===== src/rtl/ca_pwm_pkg.sv =====
package ca_pwm_pkg;

    typedef enum logic {
        DIR_UP   = 1'b0,
        DIR_DOWN = 1'b1
    } cnt_dir_e;

    localparam logic [1:0] MODE_OFF = 2'b00;

endpackage


===== src/rtl/ca_updown_counter.sv =====
module ca_updown_counter
    import ca_pwm_pkg::*;
#(
    parameter int unsigned CNT_W = 16
) (
    input  logic             clk_i,
    input  logic             rst_ni,
    input  logic             top_wr_i,
    input  logic [CNT_W-1:0] top_data_i,
    input  logic             ovf_clr_i,
    output logic [CNT_W-1:0] cnt_o,
    output cnt_dir_e         dir_o,
    output logic [CNT_W-1:0] top_o,
    output logic             at_zero_o,
    output logic             ovf_o
);

    typedef struct packed {
        logic [CNT_W-1:0] cnt;
        cnt_dir_e         dir;
        logic [CNT_W-1:0] top_act;
        logic [CNT_W-1:0] top_shd;
        logic             ovf;
    } ctr_state_t;

    ctr_state_t st_d, st_q;
    logic       at_zero;
    logic       turn;

    always_comb begin
        st_d    = st_q;
        at_zero = (st_q.cnt == '0);
        turn    = (st_q.dir == DIR_UP) && !at_zero && (st_q.cnt == st_q.top_act);

        if (top_wr_i) begin
            st_d.top_shd = top_data_i;
        end

        if (at_zero) begin
            st_d.top_act = st_q.top_shd;
            st_d.dir     = DIR_UP;
            if (st_q.top_shd == '0) begin
                st_d.cnt = '0;
            end else begin
                st_d.cnt = CNT_W'(1);
            end
        end else if (st_q.dir == DIR_UP) begin
            if (st_q.cnt >= st_q.top_act) begin
                st_d.cnt = st_q.cnt - 1'b1;
                st_d.dir = DIR_DOWN;
            end else begin
                st_d.cnt = st_q.cnt + 1'b1;
            end
        end else begin
            st_d.cnt = st_q.cnt - 1'b1;
        end

        st_d.ovf = turn | (st_q.ovf & ~ovf_clr_i);
    end

    always_ff @(posedge clk_i or negedge rst_ni) begin
        if (!rst_ni) begin
            st_q <= '{cnt: '0, dir: DIR_UP, top_act: '0, top_shd: '0, ovf: 1'b0};
        end else begin
            st_q <= st_d;
        end
    end

    assign cnt_o     = st_q.cnt;
    assign dir_o     = st_q.dir;
    assign top_o     = st_q.top_act;
    assign at_zero_o = at_zero;
    assign ovf_o     = st_q.ovf;

    // the count never exceeds the working top value
    a_r1_in_range: assert property (@(posedge clk_i) disable iff (!rst_ni)
        st_q.cnt <= st_q.top_act);

    // away from zero the count moves by exactly one
    a_r1_unit_step: assert property (@(posedge clk_i) disable iff (!rst_ni)
        (st_q.cnt != '0) |=> ((st_q.cnt == $past(st_q.cnt) + 1'b1) ||
                              (st_q.cnt == $past(st_q.cnt) - 1'b1)));

    // the turnaround flag only rises after the count sat at the top going up
    a_r8_ovf_at_top: assert property (@(posedge clk_i) disable iff (!rst_ni)
        $rose(st_q.ovf) |-> $past((st_q.dir == DIR_UP) && (st_q.cnt == st_q.top_act)));

    // the working top value changes only after a zero count
    a_r10_top_loads_at_zero: assert property (@(posedge clk_i) disable iff (!rst_ni)
        !$stable(st_q.top_act) |-> ($past(st_q.cnt) == '0));

endmodule


===== src/rtl/ca_compare_channel.sv =====
module ca_compare_channel
    import ca_pwm_pkg::*;
#(
    parameter int unsigned CNT_W = 16
) (
    input  logic             clk_i,
    input  logic             rst_ni,
    input  logic [CNT_W-1:0] cnt_i,
    input  cnt_dir_e         dir_i,
    input  logic [CNT_W-1:0] top_i,
    input  logic             load_i,
    input  logic             cmp_wr_i,
    input  logic [CNT_W-1:0] cmp_data_i,
    input  logic             mode_wr_i,
    input  logic [1:0]       mode_data_i,
    input  logic             irq_en_i,
    input  logic             clr_i,
    output logic             flag_o,
    output logic             irq_o,
    output logic             pwm_o,
    output logic             oe_o
);

    typedef struct packed {
        logic [CNT_W-1:0] cmp_act;
        logic [CNT_W-1:0] cmp_shd;
        logic [1:0]       mode;
        logic             flag;
        logic             active;
    } ch_state_t;

    ch_state_t st_d, st_q;
    logic      hit;

    always_comb begin
        st_d = st_q;
        hit  = (cnt_i == st_q.cmp_act);

        if (cmp_wr_i) begin
            st_d.cmp_shd = cmp_data_i;
        end
        if (mode_wr_i) begin
            st_d.mode = mode_data_i;
        end
        if (load_i) begin
            st_d.cmp_act = st_q.cmp_shd;
        end

        if (st_q.mode != MODE_OFF) begin
            if (st_q.cmp_act == '0) begin
                st_d.active = 1'b0;
            end else if (st_q.cmp_act >= top_i) begin
                st_d.active = 1'b1;
            end else if (hit && (dir_i == DIR_DOWN)) begin
                st_d.active = 1'b1;
            end else if (hit && (dir_i == DIR_UP)) begin
                st_d.active = 1'b0;
            end
        end

        st_d.flag = hit | (st_q.flag & ~clr_i);
    end

    always_ff @(posedge clk_i or negedge rst_ni) begin
        if (!rst_ni) begin
            st_q <= '0;
        end else begin
            st_q <= st_d;
        end
    end

    assign flag_o = st_q.flag;
    assign irq_o  = st_q.flag & irq_en_i;
    assign oe_o   = (st_q.mode != MODE_OFF);
    assign pwm_o  = oe_o & (st_q.active ^ st_q.mode[0]);

    // a match is always followed by a set flag
    a_r3_flag_follows_match: assert property (@(posedge clk_i) disable iff (!rst_ni)
        hit |=> st_q.flag);

    // without a clear strobe a set flag stays set
    a_r9_flag_sticky: assert property (@(posedge clk_i) disable iff (!rst_ni)
        (st_q.flag && !clr_i) |=> st_q.flag);

    // zero compare value keeps the channel inactive
    a_r7_zero_inactive: assert property (@(posedge clk_i) disable iff (!rst_ni)
        ((st_q.mode != MODE_OFF) && (st_q.cmp_act == '0)) |=> !st_q.active);

    // the active state only begins at a down-counting match or a full-duty setting
    a_r4_active_start: assert property (@(posedge clk_i) disable iff (!rst_ni)
        $rose(st_q.active) |-> $past((hit && (dir_i == DIR_DOWN)) || (st_q.cmp_act >= top_i)));

endmodule


===== src/rtl/ca_pwm_timer.sv =====
module ca_pwm_timer
    import ca_pwm_pkg::*;
#(
    parameter int unsigned NUM_CH = 4,
    parameter int unsigned CNT_W  = 16,
    localparam int unsigned ADDR_W = $clog2(2 * NUM_CH + 2)
) (
    input  logic              clk_i,
    input  logic              rst_ni,
    input  logic              wr_en_i,
    input  logic [ADDR_W-1:0] wr_addr_i,
    input  logic [CNT_W-1:0]  wr_data_i,
    input  logic [NUM_CH-1:0] ch_clr_i,
    input  logic              ovf_clr_i,
    output logic [CNT_W-1:0]  cnt_o,
    output logic              ovf_o,
    output logic [NUM_CH-1:0] ch_flag_o,
    output logic [NUM_CH-1:0] ch_irq_o,
    output logic [NUM_CH-1:0] pwm_o,
    output logic [NUM_CH-1:0] pwm_oe_o
);

    localparam logic [ADDR_W-1:0] ADDR_TOP = ADDR_W'(0);
    localparam logic [ADDR_W-1:0] ADDR_IEN = ADDR_W'(1);

    typedef struct packed {
        logic [NUM_CH-1:0] irq_en;
    } top_state_t;

    top_state_t       st_d, st_q;
    logic             top_wr;
    logic [CNT_W-1:0] cnt;
    cnt_dir_e         dir;
    logic [CNT_W-1:0] top_act;
    logic             at_zero;

    always_comb begin
        st_d   = st_q;
        top_wr = wr_en_i && (wr_addr_i == ADDR_TOP);
        if (wr_en_i && (wr_addr_i == ADDR_IEN)) begin
            st_d.irq_en = wr_data_i[NUM_CH-1:0];
        end
    end

    always_ff @(posedge clk_i or negedge rst_ni) begin
        if (!rst_ni) begin
            st_q <= '0;
        end else begin
            st_q <= st_d;
        end
    end

    ca_updown_counter #(
        .CNT_W (CNT_W)
    ) i_counter (
        .clk_i      (clk_i),
        .rst_ni     (rst_ni),
        .top_wr_i   (top_wr),
        .top_data_i (wr_data_i),
        .ovf_clr_i  (ovf_clr_i),
        .cnt_o      (cnt),
        .dir_o      (dir),
        .top_o      (top_act),
        .at_zero_o  (at_zero),
        .ovf_o      (ovf_o)
    );

    for (genvar g = 0; g < NUM_CH; g++) begin : g_ch
        logic cmp_wr;
        logic mode_wr;

        always_comb begin
            cmp_wr  = wr_en_i && (wr_addr_i == ADDR_W'(2 + 2 * g));
            mode_wr = wr_en_i && (wr_addr_i == ADDR_W'(3 + 2 * g));
        end

        ca_compare_channel #(
            .CNT_W (CNT_W)
        ) i_channel (
            .clk_i       (clk_i),
            .rst_ni      (rst_ni),
            .cnt_i       (cnt),
            .dir_i       (dir),
            .top_i       (top_act),
            .load_i      (at_zero),
            .cmp_wr_i    (cmp_wr),
            .cmp_data_i  (wr_data_i),
            .mode_wr_i   (mode_wr),
            .mode_data_i (wr_data_i[1:0]),
            .irq_en_i    (st_q.irq_en[g]),
            .clr_i       (ch_clr_i[g]),
            .flag_o      (ch_flag_o[g]),
            .irq_o       (ch_irq_o[g]),
            .pwm_o       (pwm_o[g]),
            .oe_o        (pwm_oe_o[g])
        );
    end

    assign cnt_o = cnt;

    // an interrupt never shows without its flag
    a_r3_irq_needs_flag: assert property (@(posedge clk_i) disable iff (!rst_ni)
        (ch_irq_o & ~ch_flag_o) == '0);

    // an undriven pin reads 0
    a_r6_undriven_low: assert property (@(posedge clk_i) disable iff (!rst_ni)
        (pwm_o & ~pwm_oe_o) == '0);

endmodule


===== config.mk =====
export PLATFORM = sky130hd
export DESIGN_NAME = ca_pwm_timer
export DESIGN_NICKNAME = d
export VERILOG_FILES = /design/src/rtl/ca_pwm_pkg.sv /design/src/rtl/ca_updown_counter.sv /design/src/rtl/ca_compare_channel.sv /design/src/rtl/ca_pwm_timer.sv
export SDC_FILE = /design/constraint.sdc
export NUM_CORES = 1
export LEC_CHECK = 0
export BUFFER_PORTS_ARGS = -buffer_cell sky130_fd_sc_hd__buf_2
export CAP_MARGIN = 0
export CORE_MARGIN = 2
export CORE_UTILIZATION = 45
export DETAILED_ROUTE_END_ITERATION = 16
export HOLD_SLACK_MARGIN = 0.02
export PLACE_DENSITY_LB_ADDON = 0.1
export RECOVER_POWER = 50
export SKIP_CTS_REPAIR_TIMING = 1
export SKIP_LAST_GASP = 1
export SLEW_MARGIN = 30
export SYNTH_ARGS = -nofsm -noshare
export SYNTH_HDL_FRONTEND = slang
export SYNTH_HIERARCHICAL = 1
export SYNTH_SLANG_ARGS = --single-unit

===== constraint.sdc =====
create_clock -name clk_i -period 3.1 [get_ports clk_i]
set_input_delay 0.62 -clock clk_i [delete_from_list [all_inputs] [get_ports clk_i]]
set_output_delay 0.62 -clock clk_i [all_outputs]
set_load 0.1 [all_outputs]

==> reports/qor.yml, run 1 <==
status:
  status: "finished, violations left"
  violations: "capacitance limit, slew limit"
worst_setup_path:
  cp_max_fo: 16
  path_class: "reg2reg"
  path_cells: "ha_1, nand2b_1, a2111o_1, a311oi_4, nand2_4, mux2i_1, mux2_2"
  cp-start-kind: "flop"
  crit_required_ns: 3.42
  cp_num_buf_inv: 0
  slowest_stage: "dfrtp_1"
  crit_arrival_ns: 3.06
  critPathCaptureType: "flop"
  slowest_delay_ns: 0.46
  critPathTopFamily: "compound AO/OA/AOI/OAI gates"
clock_tree:
  htreeDepth: 4
  clock_path_buffers: 2
  cts_tree: "yes"
  root_buffer: "clkbuf_16"
  clk_pin_slew_ns: 0.07
  clock_latency_ns: 0.44
  cts_sinks: 198
  numCtsBuffers: 17
placed_design:
  place.gp.congestion: 0.8578
  dp_cells: 1383
  portBuffers: 60
  pre_cts_slack_ns: 0.3486
  dp_hpwl_um: 23010
  dpl_cell_area_um2: 12090
timing:
  fin_skew_ns: 0.01297
  max-slew-margin-rel_pct: -7.467
  whs_ns: 0.3475
  period_share_pct: 88.36
  worst_slack_ns: 0.3607
  rsz0062_at_grt: "no"
  final-hold-violation-count: 0
  period_needed_ns: 2.739
  max_freq_ghz: 0.3651
  finalSetupTns_ns: 0
  maxSlewViolCount: 64
  setup_viol: 0
  worstMarginPinSlew_ns: 1.612
detailed_routing:
  drt-wirelength-per-cell_um: 21.48
  vias_per_cell: 5.477
  drc: 0
  drt-initial-drc-count: 543
  drtAntennaViolNets: 0
  totalWireLength_um: 30370
  dr.pass1.iters: 5
  vias: 7744
synth:
  avgSynthCellArea_um2: 11.22
  syn_area_um2: 11390
  yosysWarnings: 6
  synthDistinctLibCells: 55
  yosys.area_share.simple_pct: 10.97
  synthCells: 1015
  synth_top_family_by_area: "multiplexers"
  synth_mux_area_share_pct: 17.21
  synth-compound-area-share_pct: 7.699
  synth_nets: 1125
  yosys.area_share.adder_pct: 9.006
  synth_xor_area_share_pct: 4.997
  ys_seq_area_share_pct: 43.49
  yosys_register_bits: 198
cells_and_area:
  fin_util_pct: 50.48
  layout.cells.non_filler: 1414
  area_growth_pct: 10.94
  final_common_cell: "dfrtp_1"
  layout_common_cells: "dfrtp_1, mux2_2, inv_1"
  layout.nets: 1182
  diodes: 0
  design_area_um2: 12640
  drive_above_1_share_pct: 29.89
floorplanning:
  die_y_um: 163.1
  start_util_pct: 45.50
  die_w_um: 163.1
  dieArea_um2: 26600
  rows: 58
  core_um2: 25040
  ios: 61
flow_run:
  drv_cap: 1
power_and_ir_drop:
  peakVddDrop_mv: 0.6578
  power_leakage_nw: 5.945
  power_mw: 11.09
  powerDensity_nw_per_um2: 877.5
global_route:
  grt_pass1_wl_um: 46950
  overflow: 0
  grt_use_total_pct: 23.88
  antenna_found_initial: 1
  grt_max_degree: 65
  grt_pass1_vias: 7728
hold_path:
  hold_class: "in2reg"
==> per-layer routing <==
layer	vias up	part of all wire, %	track usage, %
met4	2	1.9	6.235
met3	35	4.5	3.606
met2	176	47	38.83
li1	3667	-	-
met5	-	0.043	0
met1	3864	47	33.45
==> final timing paths <==
| kind | start | end | slack (ns) | cells after the start |
|---|---|---|---|---|
| setup / recovery | i_counter/top_o[0] | i_counter/cnt_o[11] | 0.36 | 7 |
| min in group asynchronous | rst_ni | g_ch[2].i_channel/st_q[3] | 0.59 | 1 |
| setup reg to reg | i_counter/top_o[0] | i_counter/cnt_o[11] | 0.36 | 7 |
| hold reg to reg | g_ch[1].i_channel/st_q[4] | g_ch[1].i_channel/st_q[20] | 0.49 | 2 |
| max in group asynchronous | rst_ni | g_ch[0].i_channel/st_q[18] | 0.79 | 2 |
| hold / removal | ch_clr_i[3] | g_ch[3].i_channel/flag_o | 0.35 | 2 |
==> registers in the layout, summed over array words and instances (netlist names) <==
register / flops
g_ch.i_channel/flag_o: 4
g_ch.i_channel/st_q: 140
i_counter/top_o: 16
i_counter/st_q: 16
i_counter/dir_o: 1
st_q: 4
i_counter/cnt_o: 16
i_counter/ovf_o: 1
==> kinds of logic after synthesis <==
logic type / count (synthesis)
buf+inv: 156
compound gates: 118
simple gates: 222
flops: 198
mux: 174
fa+ha+maj: 82
xor+xnor: 65
==> cell usage after synthesis (all sizes together) <==
cell type	count	share of area (%)
a2111o	2	0.20
a2111oi	4	0.97
a21boi	2	0.13
a21oi	31	1.4
a22oi	1	0.066
a311oi	5	0.76
a41oi	1	0.077
and2	4	0.22
and3	6	0.33
and4	3	0.23
buf	48	3.1
clkbuf	11	0.36
dfrtp	198	43
ha	82	9.0
inv	97	3.2
mux2	163	16
mux2i	11	0.97
nand2	62	2.1
nand2b	9	0.76
nand3	14	0.62
nand3b	7	0.46
nand4	18	0.99
nand4b	1	0.077
nor2	37	1.2
nor2b	1	0.055
nor3	4	0.18
nor3b	4	0.44
nor4	41	2.5
nor4b	1	0.077
o2111ai	4	0.31
o211ai	4	0.26
o21a	16	1.1
o21ai	35	1.5
o22ai	5	0.27
o311a	4	0.40
o311ai	4	0.31
or2	6	0.33
or3	1	0.055
or3b	1	0.099
or4	1	0.066
or4b	1	0.12
xnor2	1	0.077
xor2	64	4.9
==> final cells by class <==
type	count	area [um2]
clock buffers	17	425.4
clock inverters	14	171.4
fillers	2309	12400
inverters	97	364.1
multi-input cells	661	5715
flip-flops and latches	198	4955
well taps	330	412.9
repair buffers	97	594.3
==> power breakdown <==
group / leakage [nW] / internal, mW / switching (mW) / total (mW)
Combinational: 3.10 / 1.87 / 3.12 / 5.00
Sequential: 2.56 / 3.14 / 0.652 / 3.79
Clock: 0.287 / 1.21 / 1.09 / 2.30
Total: 5.94 / 6.23 / 4.86 / 11.1
==> worst reg2reg max path, delay by kind of cell, from the launching register on <==
family	cells	cell delay, ns
AOI/OAI and AO/OA	2	0.85
adders and majority gates	1	0.31
DFF	1	0.46
muxes	2	0.60
and+or+nand+nor	2	0.40
No activity file was read; power rests on OpenSTA's default activity.
==> run 2: changes to the inputs <==
--- a/config.mk
+++ b/config.mk
@@ -5,6 +5,7 @@
 export SDC_FILE = /design/constraint.sdc
 export NUM_CORES = 1
 export LEC_CHECK = 0
+export ABC_CLOCK_PERIOD_IN_PS = 2600
 export BUFFER_PORTS_ARGS = -buffer_cell sky130_fd_sc_hd__buf_2
 export CAP_MARGIN = 0
 export CORE_MARGIN = 2
==> constraint.sdc (replaced) <==
create_clock -name clk_i -period 2.6 [get_ports clk_i]
set_input_delay 0.52 -clock clk_i [delete_from_list [all_inputs] [get_ports clk_i]]
set_output_delay 0.52 -clock clk_i [all_outputs]
set_load 0.1 [all_outputs]
==> reports/qor.yml, run 2 (synthesized netlist as in run 1, its figures left out) <==
status:
  status: "finished, violations left"  # unchanged
  violations: "capacitance limit, slew limit"  # unchanged
cells_and_area:
  seqCellArea_um2: 4955  # unchanged
  fin_util_pct: 51.45  # was 50.48%
  regMostFlops: "g_ch.i_channel/st_q"  # unchanged
  area_growth_pct: 13.07  # was 10.94%
  layout.nets: 1205  # was 1182
  final_common_cell: "dfrtp_1"  # unchanged
  layout.cells.non_filler: 1438  # was 1414
  diodes: 0  # unchanged
  largest_register_ffs: 140  # unchanged
  layout_common_cells: "dfrtp_1, mux2_2, inv_1"  # unchanged
  drive_above_1_share_pct: 31.32  # was 29.89%
  nFillCells: 2260  # was 2309
  multi_input_area_um2: 5748  # was 5715 um2
detailed_routing:
  drt-wirelength-per-cell_um: 20.21  # was 21.48 um
  vias_per_cell: 5.420  # was 5.477
  top_layer: "met4"  # was met5
  dr.pass1.iters: 4  # was 5
  drtAntennaViolNets: 0  # unchanged
  drt-met1-wl_um: 12910  # was 14150 um
  dr_wl_met3_um: 1339  # was 1353 um
  vias: 7794  # was 7744
  drc: 0  # unchanged
  drt-initial-drc-count: 533  # was 543
  route.met2.wl_um: 14280  # about the same
  totalWireLength_um: 29060  # was 30370 um
worst_setup_path:
  regToRegSetupSlack_ns: 0.12  # was 0.36 ns
  slowest_stage: "a2111o_1"  # was dfrtp_1
  r2r-end: "i_counter/cnt_o[14]"  # was i_counter/cnt_o[11]
  cpMostUsedCell: "a2111o_1"
  path_class: "reg2reg"  # unchanged
  crit_required_ns: 2.97  # was 3.42 ns
  slowest_delay_ns: 0.41  # was 0.46 ns
  cp-start-kind: "flop"  # unchanged
  path_cells: "inv_2, ha_4, nand2b_1, a2111o_1, a311oi_4, nand2_4, buf_4, a2111o_1, o21ai_1"  # was ha_1, nand2b_1, a2111o_1, a311oi_4, nand2_4, mux2i_1, mux2_2
  critPathCaptureType: "flop"  # unchanged
  r2r-start: "i_counter/cnt_o[0]"  # was i_counter/top_o[0]
  cp_max_fo: 15  # was 16
  rr_worst_depth: 9  # was 7
  crit_arrival_ns: 2.85  # was 3.06 ns
placed_design:
  dp_cells: 1402  # was 1383
  portBuffers: 60  # unchanged
  place.gp.congestion: 0.8842  # was 0.8578
  dp_hpwl_um: 22500  # was 23010 um
global_route:
  grt_max_degree: 60  # was 65
  grt_use_total_pct: 23.05  # was 23.88%
  overflow: 0  # unchanged
  antenna_found_initial: 0  # was 1
  grt_pass1_vias: 7933  # was 7728
  grt_pass1_wl_um: 45620  # was 46950 um
timing:
  period_share_pct: 95.38  # was 88.36%
  maxSlewViolCount: 59  # was 64
  period_needed_ns: 2.480  # was 2.739 ns
  fin_skew_ns: 0.01306  # was 0.01297 ns
  setup_viol: 0  # unchanged
  max_freq_ghz: 0.4033  # was 0.3651 GHz
  rsz0062_at_grt: "yes"  # was no
  worstMarginPinSlew_ns: 1.552  # was 1.612 ns
  final-hold-violation-count: 0  # unchanged
  max-slew-margin-rel_pct: -3.455  # was -7.467%
hold_path:
  holdCritStartpoint: "ch_clr_i[1]"  # was ch_clr_i[3]
  hold_class: "in2reg"  # unchanged
  whs_endpoint: "g_ch[1].i_channel/flag_o"  # was g_ch[3].i_channel/flag_o
  hold-path-cell-count: 2  # unchanged
floorplanning:
  ios: 61  # unchanged
  dieArea_um2: 26600  # unchanged
  start_util_pct: 45.50  # unchanged
  rows: 58  # unchanged
  die_y_um: 163.1  # unchanged
  core_um2: 25040  # unchanged
  die_w_um: 163.1  # unchanged
clock_tree:
  cts_tree: "yes"  # unchanged
  clk_pin_slew_ns: 0.08  # was 0.07 ns
  clock_path_buffers: 2  # unchanged
  cts_sinks: 198  # unchanged
  root_buffer: "clkbuf_16"  # unchanged
  clock_latency_ns: 0.44  # about the same
  numCtsBuffers: 17  # unchanged
  htreeDepth: 4  # unchanged
power_and_ir_drop:
  powerDensity_nw_per_um2: 1026  # was 877.5 nW/um2
  power_leakage_nw: 6.067  # was 5.945 nW
  peakVddDrop_mv: 1.057  # was 0.6578 mV
flow_run:
  drv_cap: 1  # unchanged
## run 2: changes by cell type in the layout (fill, tap and decap cells not counted), sizes merged
cell,before,now
buf,90,110
inv,102,107
clkbuf,24,27
bufinv,2,0
clkinv,5,4
clkinvlp,2,1
## run 2: how the worst max path moves through the flow
stage                        start                  end  slack (ns)  cells after the start
6_report        i_counter/cnt_o[0]  i_counter/cnt_o[14]        0.12                      9
5_1_grt        i_counter/cnt_o[10]  i_counter/cnt_o[13]      -0.006                      7
4_1_cts         i_counter/cnt_o[0]  i_counter/cnt_o[10]        0.05                      9
3_5_place_dp    i_counter/cnt_o[0]  i_counter/cnt_o[10]        0.07                      9
3_3_place_gp    i_counter/cnt_o[0]  i_counter/cnt_o[10]        0.10                      9
2_1_floorplan   i_counter/cnt_o[0]  i_counter/cnt_o[11]        0.03                      9
## run 2: layout make-up
cell class                 instances  share of cell area (%)
clock inverter                    15                   1.340
clock buffer                      17                   3.303
inverter                          97                   2.827
sequential                       198                   38.47
timing repair buffer             120                   6.236
multi-input combinational        661                   44.62
tap                              330                   3.205
## run 2: worst max-delay path: cells and delay by family, from the launching register on
kind / cells / cell delay (ns)
and+or+nand+nor: 2 / 0.37
buffers and inverters: 2 / 0.28
AOI/OAI and AO/OA: 4 / 1.17
adders and majority gates: 1 / 0.20
DFF: 1 / 0.39
## run 2: routing by layer
metal	vias to the layer above	GRT usage, %
met5	-	0
met4	0	5.994
met3	29	3.860
met2	131	39.25
met1	3920	30.56
li1	3714	-
## run 2: report_power, final
group / internal (mW) / switching [mW]
Clock: 1.31 / 1.38
Combinational: 2.31 / 3.82
Sequential: 3.74 / 0.645
Total: 7.37 / 5.85
## run 2: per-stage QoR
stage	hold WS [ns]	instance area, um2	setup slack, ns	power (mW)	setup TNS [ns]
2_1_floorplan	0.2244	11420	0.02956	9.014	0
3_3_place_gp	0.4708	12300	0.1008	10.49	0
3_5_place_dp	0.4756	12300	0.07111	10.57	0
4_1_cts	0.06788	12900	0.04798	13.31	0
5_1_grt	0.2389	12880	-0.006047	14.04	-0.006047
6_report	0.2383	12880	0.1202	13.21	0
==> run 3: changes to the inputs <==
--- a/config.mk
+++ b/config.mk
@@ -13,7 +13,6 @@
 export DETAILED_ROUTE_END_ITERATION = 16
 export HOLD_SLACK_MARGIN = 0.02
 export PLACE_DENSITY_LB_ADDON = 0.1
-export RECOVER_POWER = 50
 export SKIP_CTS_REPAIR_TIMING = 1
 export SKIP_LAST_GASP = 1
 export SLEW_MARGIN = 30
==> reports/qor.yml, run 3 (synthesized netlist as in run 1, its figures left out) <==
worst_setup_path:
  crit_arrival_ns: 2.86  # was 2.85 ns
  path_cells: "inv_2, ha_4, nand2b_1, a2111o_1, a311oi_4, nand2_4, buf_4, a2111o_1, o21ai_1"  # unchanged
  slowest_delay_ns: 0.41  # about the same
  critPathCaptureType: "flop"  # unchanged
  crit_required_ns: 2.97  # about the same
  cpMostUsedCell: "a2111o_1"  # unchanged
  path_class: "reg2reg"  # unchanged
  cp_max_fo: 15  # unchanged
  slowest_stage: "a2111o_1"  # unchanged
  cp-start-kind: "flop"  # unchanged
timing:
  rsz0062_at_grt: "yes"  # unchanged
  period_needed_ns: 2.487  # was 2.480 ns
  worstMarginPinSlew_ns: 0.7511  # was 1.552 ns
  max-slew-margin-rel_pct: 49.46  # was -3.455%
  fin_skew_ns: 0.01197  # was 0.01306 ns
  max_freq_ghz: 0.4021  # was 0.4033 GHz
  final-hold-violation-count: 0  # unchanged
  whs_ns: 0.05359  # was 0.2383 ns
  period_share_pct: 95.65  # was 95.38%
  setup_viol: 0  # unchanged
  worst_slack_ns: 0.1131  # was 0.1202 ns
  maxSlewViolCount: 0  # was 59
global_route:
  grt_max_degree: 60  # unchanged
  use_met2_pct: 39.25  # unchanged
  grt_util_met3_pct: 3.860  # unchanged
  grt_use_total_pct: 23.05  # unchanged
  globalRouteMet1Util_pct: 30.56  # unchanged
  top_usage_layer: "met2"  # unchanged
  grt_pass1_wl_um: 45620  # unchanged
  grt_pass1_vias: 7933  # unchanged
  antenna_found_initial: 0  # unchanged
  overflow: 0  # unchanged
power_and_ir_drop:
  peakVddDrop_mv: 1.054  # was 1.057 mV
  seq_power_share_pct: 33.2  # about the same
  p_int_mw: 7.378  # was 7.368 mW
  p_clk_share_pct: 20.4  # about the same
  powerDensity_nw_per_um2: 1022  # was 1026 nW/um2
  pwr-share-comb_pct: 46.4  # about the same
  p_sw_mw: 5.854  # was 5.846 mW
  power_leakage_nw: 6.103  # was 6.067 nW
  swShare_pct: 44.24  # about the same
hold_path:
  hold_class: "in2async"  # was in2reg
cells_and_area:
  layout.nets: 1205  # unchanged
  drive_above_1_share_pct: 32.04  # was 31.32%
  nFillCells: 2253  # was 2260
  final_common_cell: "dfrtp_1"  # unchanged
  fin_util_pct: 51.70  # was 51.45%
  area_growth_pct: 13.63  # was 13.07%
  layout_common_cells: "dfrtp_1, mux2_2, inv_1"  # unchanged
  seqCellArea_um2: 4955  # unchanged
  largest_register_ffs: 140  # unchanged
  regMostFlops: "g_ch.i_channel/st_q"  # unchanged
  diodes: 0  # unchanged
  multi_input_area_um2: 5756  # was 5748 um2
clock_tree:
  root_buffer: "clkbuf_16"  # unchanged
  clk_pin_slew_ns: 0.08  # about the same
  clock_latency_ns: 0.44  # about the same
  cts_sinks: 198  # unchanged
  numCtsBuffers: 17  # unchanged
  htreeDepth: 4  # unchanged
  clock_path_buffers: 2  # unchanged
  cts_tree: "yes"  # unchanged
detailed_routing:
  dr.pass1.iters: 4  # unchanged
  totalWireLength_um: 29130  # was 29060 um
  drtAntennaViolNets: 0  # unchanged
  drt-initial-drc-count: 546  # was 533
  vias: 7764  # was 7794
  vias_per_cell: 5.399  # was 5.420
  drc: 0  # unchanged
  drt-wirelength-per-cell_um: 20.25  # was 20.21 um
floorplanning:
  die_y_um: 163.1  # unchanged
  rows: 58  # unchanged
  die_w_um: 163.1  # unchanged
  core_um2: 25040  # unchanged
  start_util_pct: 45.50  # unchanged
  dieArea_um2: 26600  # unchanged
  ios: 61  # unchanged
status:
  status: "complete, no violations"  # was finished, violations left
placed_design:
  portBuffers: 60  # unchanged
  place.gp.congestion: 0.8842  # unchanged
  dp_hpwl_um: 22500  # unchanged
  pre_cts_slack_ns: 0.07111  # unchanged
flow_run:
  drv_cap: 0  # was 1
[run 3: power by group through the flow]
stage / Clock [mW] / Combinational [mW] / Sequential [mW]
floorplan: 0 / 4.73 / 4.29
global placement: 0 / 6.04 / 4.45
detailed placement: 0 / 6.11 / 4.46
CTS: 2.77 / 6.13 / 4.40
global route: 2.89 / 6.67 / 4.49
finish: 2.70 / 6.14 / 4.39
[run 3: per-stage QoR]
step / total power [mW] / instances / instance area, um2 / setup TNS [ns]
floorplan: 9.014 / 1015 / 11420 / 0
global placement: 10.49 / 1402 / 12300 / 0
detailed placement: 10.57 / 1402 / 12300 / 0
CTS: 13.31 / 1434 / 12900 / 0
global route: 14.05 / 1438 / 12940 / -0.006047
finish: 13.23 / 1438 / 12940 / 0
[run 3: metal layers]
layer | wire length, um | vias to the layer above | part of all wire [%]
met5 | 0 | - | 0
met4 | 481 | 0 | 1.7
met3 | 1146 | 22 | 3.9
met2 | 14250 | 130 | 49
met1 | 13250 | 3907 | 45
li1 | - | 3705 | -
[run 3: final timing paths]
kind                                      startpoint  cells after the start                    endpoint  slack (ns)
min in group clk_i                       ch_clr_i[1]                      2    g_ch[1].i_channel/flag_o        0.24
max in group asynchronous                     rst_ni                      2  g_ch[2].i_channel/st_q[29]        1.85
min reg2reg                g_ch[3].i_channel/st_q[4]                      2  g_ch[3].i_channel/st_q[20]        0.49
max reg2reg                       i_counter/cnt_o[0]                      9         i_counter/cnt_o[14]        0.11
max                               i_counter/cnt_o[0]                      9         i_counter/cnt_o[14]        0.11
min                                           rst_ni                      1    g_ch[1].i_channel/flag_o        0.05
[run 3: cell type report]
class	instances	area share (%)
Timing Repair Buffer	120	6.640
Multi-Input combinational cell	661	44.46
Clock buffer	17	3.286
Clock inverter	15	1.334
Tap cell	330	3.190
Inverter	97	2.813
Sequential cell	198	38.28
[run 3: worst max-delay path: cells and delay by family, from the launching register on]
kind | cells | cell delay (ns)
simple gates | 2 | 0.37
flops | 1 | 0.39
fa+ha+maj | 1 | 0.20
compound gates | 4 | 1.17
buf+inv | 2 | 0.28
